--- src/rtl/can_err_pkg.sv ---
package can_err_pkg;
   localparam int ADDR_W = 3;
   typedef logic [ADDR_W-1:0] addr_t;

   localparam addr_t ADR_FACTOR = 3'd0;
   localparam addr_t ADR_ENABLE = 3'd1;
   localparam addr_t ADR_CODE   = 3'd2;
   localparam addr_t ADR_TXCNT  = 3'd3;
   localparam addr_t ADR_RXCNT  = 3'd4;
   localparam addr_t ADR_ISTAT  = 3'd5;
   localparam addr_t ADR_IEN    = 3'd6;

   // bit position of the combined error status / enable
   localparam int ERR_SUM_BIT = 5;
endpackage

--- src/rtl/can_err_flag_bank.sv ---
// Sticky flag bank: set events win over a write-zero clear; optional
// replace of the whole bank by the set vector.
module can_err_flag_bank #(
   parameter int W = 8
) (
   input  logic         clk,
   input  logic         rst_n,
   input  logic [W-1:0] set_i,
   input  logic         wr_i,
   input  logic [W-1:0] wdata_i,
   input  logic         replace_i,
   output logic [W-1:0] q_o
);
   if (W < 1) begin : g_bad_w
      $error("flag bank width must be positive");
   end

   logic         any_set;
   logic         do_replace;
   logic [W-1:0] q;

   assign any_set    = |set_i;
   assign do_replace = replace_i & any_set;
   assign q_o        = q;

   for (genvar i = 0; i < W; i++) begin : g_bit
      logic keep;
      assign keep = q[i] & (~wr_i | wdata_i[i]);

      always_ff @(posedge clk or negedge rst_n) begin
         if (!rst_n)          q[i] <= 1'b0;
         else if (do_replace) q[i] <= set_i[i];
         else                 q[i] <= set_i[i] | keep;
      end

      // an event always leaves its flag set
      a_r5_set_wins: assert property (@(posedge clk) disable iff (!rst_n)
         set_i[i] |=> q_o[i]);
      // a zero written with no competing event clears the flag
      a_r4_zero_clears: assert property (@(posedge clk) disable iff (!rst_n)
         (wr_i && !wdata_i[i] && !set_i[i]) |=> !q_o[i]);
      // a one written with no event keeps the flag
      a_r4_one_keeps: assert property (@(posedge clk) disable iff (!rst_n)
         (wr_i && wdata_i[i] && !set_i[i] && !(replace_i && (|set_i)))
         |=> (q_o[i] == $past(q_o[i])));
   end
endmodule

--- src/rtl/can_err_code_capture.sv ---
// Protocol error code record with last-error / accumulate mode bit.
module can_err_code_capture #(
   parameter int REG_W = 8
) (
   input  logic             clk,
   input  logic             rst_n,
   input  logic [REG_W-2:0] perr_i,
   input  logic             wr_i,
   input  logic [REG_W-1:0] wdata_i,
   output logic [REG_W-1:0] code_o,
   output logic             any_err_o
);
   localparam int CW = REG_W - 1;

   logic          acc_mode_q;
   logic [CW-1:0] bits;

   always_ff @(posedge clk or negedge rst_n) begin
      if (!rst_n)    acc_mode_q <= 1'b0;
      else if (wr_i) acc_mode_q <= wdata_i[REG_W-1];
   end

   can_err_flag_bank #(.W(CW)) u_bits (
      .clk       (clk),
      .rst_n     (rst_n),
      .set_i     (perr_i),
      .wr_i      (wr_i),
      .wdata_i   (wdata_i[CW-1:0]),
      .replace_i (~acc_mode_q),
      .q_o       (bits)
   );

   assign code_o    = {acc_mode_q, bits};
   assign any_err_o = |perr_i;

   // last-error mode replaces the record with the new error bits
   a_r6_last_replace: assert property (@(posedge clk) disable iff (!rst_n)
      (!acc_mode_q && (|perr_i)) |=> (bits == $past(perr_i)));
   // accumulate mode never drops a bit unless written
   a_r7_accum_keeps: assert property (@(posedge clk) disable iff (!rst_n)
      (acc_mode_q && !wr_i) |=> ((bits & $past(bits)) == $past(bits)));
endmodule

--- src/rtl/can_err_readback.sv ---
// Read multiplexer over the register map.
module can_err_readback
   import can_err_pkg::*;
#(
   parameter int REG_W = 8,
   parameter int CNT_W = 8
) (
   input  addr_t            addr_i,
   input  logic [REG_W-1:0] factor_i,
   input  logic [REG_W-1:0] enable_i,
   input  logic [REG_W-1:0] code_i,
   input  logic [CNT_W-1:0] tx_cnt_i,
   input  logic [CNT_W-1:0] rx_cnt_i,
   input  logic [REG_W-1:0] istat_i,
   input  logic [REG_W-1:0] ien_i,
   output logic [REG_W-1:0] data_o
);
   if (CNT_W > REG_W) begin : g_bad_cnt
      $error("counter width exceeds register width");
   end

   logic [REG_W-1:0] tx_ext;
   logic [REG_W-1:0] rx_ext;

   if (CNT_W == REG_W) begin : g_cnt_full
      assign tx_ext = tx_cnt_i;
      assign rx_ext = rx_cnt_i;
   end else begin : g_cnt_pad
      assign tx_ext = {{(REG_W-CNT_W){1'b0}}, tx_cnt_i};
      assign rx_ext = {{(REG_W-CNT_W){1'b0}}, rx_cnt_i};
   end

   always_comb begin
      case (addr_i)
         ADR_FACTOR: data_o = factor_i;
         ADR_ENABLE: data_o = enable_i;
         ADR_CODE:   data_o = code_i;
         ADR_TXCNT:  data_o = tx_ext;
         ADR_RXCNT:  data_o = rx_ext;
         ADR_ISTAT:  data_o = istat_i;
         ADR_IEN:    data_o = ien_i;
         default:    data_o = '0;
      endcase
   end
endmodule

--- src/rtl/can_err_capture.sv ---
// Top: error factor flags, enables, code record and combined interrupt.
module can_err_capture
   import can_err_pkg::*;
#(
   parameter int REG_W = 8,
   parameter int CNT_W = 8
) (
   input  logic             clk,
   input  logic             rst_n,
   input  logic             wr_en_i,
   input  logic [2:0]       wr_addr_i,
   input  logic [REG_W-1:0] wr_data_i,
   input  logic [2:0]       rd_addr_i,
   output logic [REG_W-1:0] rd_data_o,
   input  logic [REG_W-2:0] fevt_i,
   input  logic [REG_W-2:0] perr_i,
   input  logic [CNT_W-1:0] tx_cnt_i,
   input  logic [CNT_W-1:0] rx_cnt_i,
   output logic             err_irq_o
);
   if (REG_W <= ERR_SUM_BIT) begin : g_bad_reg
      $error("register width too small for summary bit");
   end

   logic wr_factor, wr_enable, wr_code, wr_ien;
   assign wr_factor = wr_en_i && (wr_addr_i == ADR_FACTOR);
   assign wr_enable = wr_en_i && (wr_addr_i == ADR_ENABLE);
   assign wr_code   = wr_en_i && (wr_addr_i == ADR_CODE);
   assign wr_ien    = wr_en_i && (wr_addr_i == ADR_IEN);

   logic [REG_W-1:0] code;
   logic             any_perr;

   can_err_code_capture #(.REG_W(REG_W)) u_code (
      .clk       (clk),
      .rst_n     (rst_n),
      .perr_i    (perr_i),
      .wr_i      (wr_code),
      .wdata_i   (wr_data_i),
      .code_o    (code),
      .any_err_o (any_perr)
   );

   logic [REG_W-1:0] factor;
   logic [REG_W-1:0] factor_set;
   assign factor_set = {fevt_i, any_perr};

   can_err_flag_bank #(.W(REG_W)) u_factor (
      .clk       (clk),
      .rst_n     (rst_n),
      .set_i     (factor_set),
      .wr_i      (wr_factor),
      .wdata_i   (wr_data_i),
      .replace_i (1'b0),
      .q_o       (factor)
   );

   logic [REG_W-1:0] enable_q;
   logic             ien_q;

   always_ff @(posedge clk or negedge rst_n) begin
      if (!rst_n) begin
         enable_q <= '0;
         ien_q    <= 1'b0;
      end else begin
         if (wr_enable) enable_q <= wr_data_i;
         if (wr_ien)    ien_q    <= wr_data_i[ERR_SUM_BIT];
      end
   end

   logic             err_sum;
   logic [REG_W-1:0] istat;
   logic [REG_W-1:0] ien_view;

   assign err_sum = |(factor & enable_q);

   always_comb begin
      istat              = '0;
      istat[ERR_SUM_BIT] = err_sum;
      ien_view              = '0;
      ien_view[ERR_SUM_BIT] = ien_q;
   end

   assign err_irq_o = err_sum & ien_q;

   can_err_readback #(.REG_W(REG_W), .CNT_W(CNT_W)) u_rd (
      .addr_i   (rd_addr_i),
      .factor_i (factor),
      .enable_i (enable_q),
      .code_i   (code),
      .tx_cnt_i (tx_cnt_i),
      .rx_cnt_i (rx_cnt_i),
      .istat_i  (istat),
      .ien_i    (ien_view),
      .data_o   (rd_data_o)
   );

   // any protocol error raises the bus error factor
   a_r3_bus_err: assert property (@(posedge clk) disable iff (!rst_n)
      (|perr_i) |=> factor[0]);
   // the interrupt cannot rise without its enable having been written
   a_r10_irq_gate: assert property (@(posedge clk) disable iff (!rst_n)
      $rose(ien_q) |-> $past(wr_ien));
endmodule

--- config.mk ---
export PLATFORM = sky130hd
export DESIGN_NAME = can_err_capture
export DESIGN_NICKNAME = d
export VERILOG_FILES = /design/src/rtl/can_err_pkg.sv /design/src/rtl/can_err_flag_bank.sv /design/src/rtl/can_err_code_capture.sv /design/src/rtl/can_err_readback.sv /design/src/rtl/can_err_capture.sv
export SDC_FILE = /design/constraint.sdc
export NUM_CORES = 1
export LEC_CHECK = 0
export CAP_MARGIN = 40
export CELL_PAD_IN_SITES_DETAIL_PLACEMENT = 0
export CELL_PAD_IN_SITES_GLOBAL_PLACEMENT = 1
export CORE_ASPECT_RATIO = 0.9
export CORE_UTILIZATION = 32
export CTS_CLUSTER_DIAMETER = 80
export DETAILED_ROUTE_END_ITERATION = 6
export GPL_ROUTABILITY_DRIVEN = 0
export PLACE_DENSITY_LB_ADDON = 0.1
export SLEW_MARGIN = 20
export SYNTH_ARGS = -nofsm -noshare
export SYNTH_HDL_FRONTEND = slang
export SYNTH_SLANG_ARGS = --single-unit
--- constraint.sdc ---
create_clock -name clk -period 1.8 [get_ports clk]
set_clock_uncertainty 0.1 [all_clocks]
set_input_delay 0.36 -clock clk [delete_from_list [all_inputs] [get_ports clk]]
set_output_delay 0.36 -clock clk [all_outputs]
set_load 0.02 [all_outputs]
==> results.py <==
metrics = {
    "route": {
        "drt_iter0_markers": 46,
        "firstDrtPassIters": 6,
        "wl_per_cell_um": 16.1,
        "wl_mm": 4.17,
        "vias": 1337,
        "drcViolationCount": 7,
        "routed_via_density": 5.16,
        "ant_nets": 0,
    },
    "power_and_ir_drop": {
        "pwr-share-clk_pct": 21.2,
        "seqPwrFrac_pct": 44.0,
        "combPwrFrac_pct": 34.9,
        "p_per_area_mw_per_mm2": 677,
        "p_leak_uw": 0.000923,
        "sw_frac_of_total_pct": 29.3,
        "peakVddDrop_mv": 0.502,
        "p_switching_uw": 463,
        "intPower_uw": 1120,
        "power_uw": 1580,
    },
    "final_layout": {
        "antenna_cells": 0,
        "syn_to_final_growth_pct": 69.4,
        "final_nets": 259,
        "final_util_pct": 56.8,
        "drive_gt1_share_pct": 39.3,
    },
    "floorplanning": {
        "fp.dieH_um": 64.2,
        "dieArea_mm2": 0.00457,
        "die-width_um": 71.1,
        "fp.coreArea_mm2": 0.00410,
        "rows": 22,
        "initial_core_util_pct": 33.6,
        "io_pins": 56,
    },
    "clock_network": {
        "cts.htree.levels": 1,
        "clk_path_buf_depth": 2,
        "cts_tree": "built",
        "cts_inserted_buffers": 3,
        "insertion_delay_ns": 0.27,
        "clkTransAtPathRegs_ns": 0.09,
        "numClockSinks": 25,
        "cts_root_buf": "clkbuf_8",
    },
    "grt": {
        "grt_overflow": 0,
        "grt_pass1_wl_mm": 6.62,
        "grt_pass1_vias": 1380,
        "track_usage_pct": 19.1,
        "antenna_found_initial": 0,
        "grt_max_degree": 26,
    },
    "setup_path": {
        "arrival_ns": 1.43,
        "critical_path_class": "flop to output port",
        "crit_fanout": 2,
        "endpoint_kind": "output port",
        "cp.required_ns": 1.34,
        "startpoint_type": "flop",
        "r2r_cells": 3,
    },
    "synthesis": {
        "synth-async-reset-ratio_pct": 100,
        "ys_types": 29,
        "synth_top_area_share_pct": 45.5,
        "synth_seq_area_share_pct": 45.5,
        "syn-cell-area_mm2": 0.00138,
        "syn_inst": 130,
        "synthTopCellsByCount": "dfrtp_1, o21ai_0, a22oi_1, mux2_2",
        "syn_area_per_cell_um2": 10.6,
        "synth_top_area_cell": "dfrtp_1",
        "synth_edf_count": 0,
        "synth_seq_cells": 25,
        "synthFlopType": "dfrtp_1",
        "synth_fp_nets": 177,
        "yosysWarnings": 0,
        "synth.area.top_cells": "dfrtp_1, mux2_2, a22oi_1",
        "yosysMostFrequentCell": "dfrtp_1",
    },
    "run_status": {
        "violations": "DRC, setup timing",
        "status": "complete, but fails checks",
    },
    "hold_path": {
        "hold_path.class": "input port to async pin",
    },
    "sta": {
        "slew_viol_final": 0,
        "slew_headroom_pct": 78.7,
        "hold_viol": 0,
        "fmax_mhz": 530,
        "min_period_ns": 1.89,
        "rsz0062_at_grt": "yes",
        "finalSetupViolations": 3,
        "fin_crit_sh_pct": 105,
        "worst_slew_pin_slew_ns": 0.320,
        "setup_ws_ns": -0.0885,
    },
    "run": {
        "cap_violations": 0,
    },
    "place": {
        "portBuffers": 55,
        "hpwl_mm": 3.23,
        "preCtsSetupSlack_ns": -0.992,
    },
}
## repair_timing
item / 4_1_cts / 5_1_grt
gates resized for setup: 72 / 25
buffers inserted: 1 / 2
endpoints found under the setup margin: 9 / 10
pin swaps: 10 / 12
hold buffers: 0 / 0
## worst paths after layout
kind | end | start | slack (ns)
setup / recovery | rd_data_o[5] | u_factor.q_o[7] | -0.09
hold / removal | enable_q[4] | rst_n | 0.34
setup reg to reg | u_code.u_bits.q_o[5] | u_code.acc_mode_q | 0.64
hold reg to reg | u_factor.q_o[5] | u_factor.q_o[5] | 0.47
max in group asynchronous | enable_q[2] | rst_n | 1.01
min in group clk | u_factor.q_o[5] | u_factor.q_o[5] | 0.47
## through the flow
stage	TNS, ns	instances	cell area, µm²	hold slack [ns]
floorplan	-0.226	130	1380	-0.0356
global placement	-10.95	253	2170	0.441
detailed placement	-11.73	253	2170	0.442
CTS	-0.280	258	2240	0.357
global route	-0.474	259	2330	0.375
finish	-0.216	259	2330	0.344
## critical path, stage by stage (launching register included)
cell,delay (ns)
dfrtp_1,0.41
a22oi_2,0.24
nand4_1,0.15
nand3_1,0.10
o211ai_1,0.08
buf_4,0.17
## sequential cells by signal, indices dropped and copies added, names as in the netlist
signal	count
enable_q	8
ien_q	1
u_code.acc_mode_q	1
u_code.u_bits.q_o	7
u_factor.q_o	8
## layout make-up
type / instances / area, µm²
clock buffer: 3 / 41.3
clock inverter: 1 / 5.00
fill: 374 / 1770
multi-input combinational: 96 / 842
sequential: 25 / 626
tap: 48 / 60.1
timing repair buffer: 86 / 757
## kinds of logic after synthesis
group           count (synthesis)  share of synthesized area (%)
buf+inv                         9                           2.82
mux                            18                           14.1
flops                          25                           45.5
simple gates                   34                           15.8
compound gates                 44                           21.8
## metal layers
layer	track usage, %	part of all wire [%]
met5	0	0
met4	6.00	1.1
met3	3.15	6.1
met2	29.8	43
met1	26.9	50
## power groups by stage
stage | logic, µW | registers (µW) | clock network (µW)
floorplan | 218 | 682 | 0
CTS | 519 | 691 | 340
global placement | 503 | 693 | 0
global route | 594 | 703 | 367
detailed placement | 513 | 695 | 0
finish | 550 | 694 | 334
## cells in the final DEF (no fill, tap or decap), types with 4 or more instances in the layout
cell type,instances
a22oi_2,10
buf_4,37
clkdlybuf4s50_1,41
dfrtp_1,25
mux2_2,10
mux2i_1,5
nand2_1,7
nand2b_1,7
nor2b_1,4
o21ai_0,15
o21bai_1,7
o221ai_2,5
Note: power is estimated with default switching activity, not from simulation.
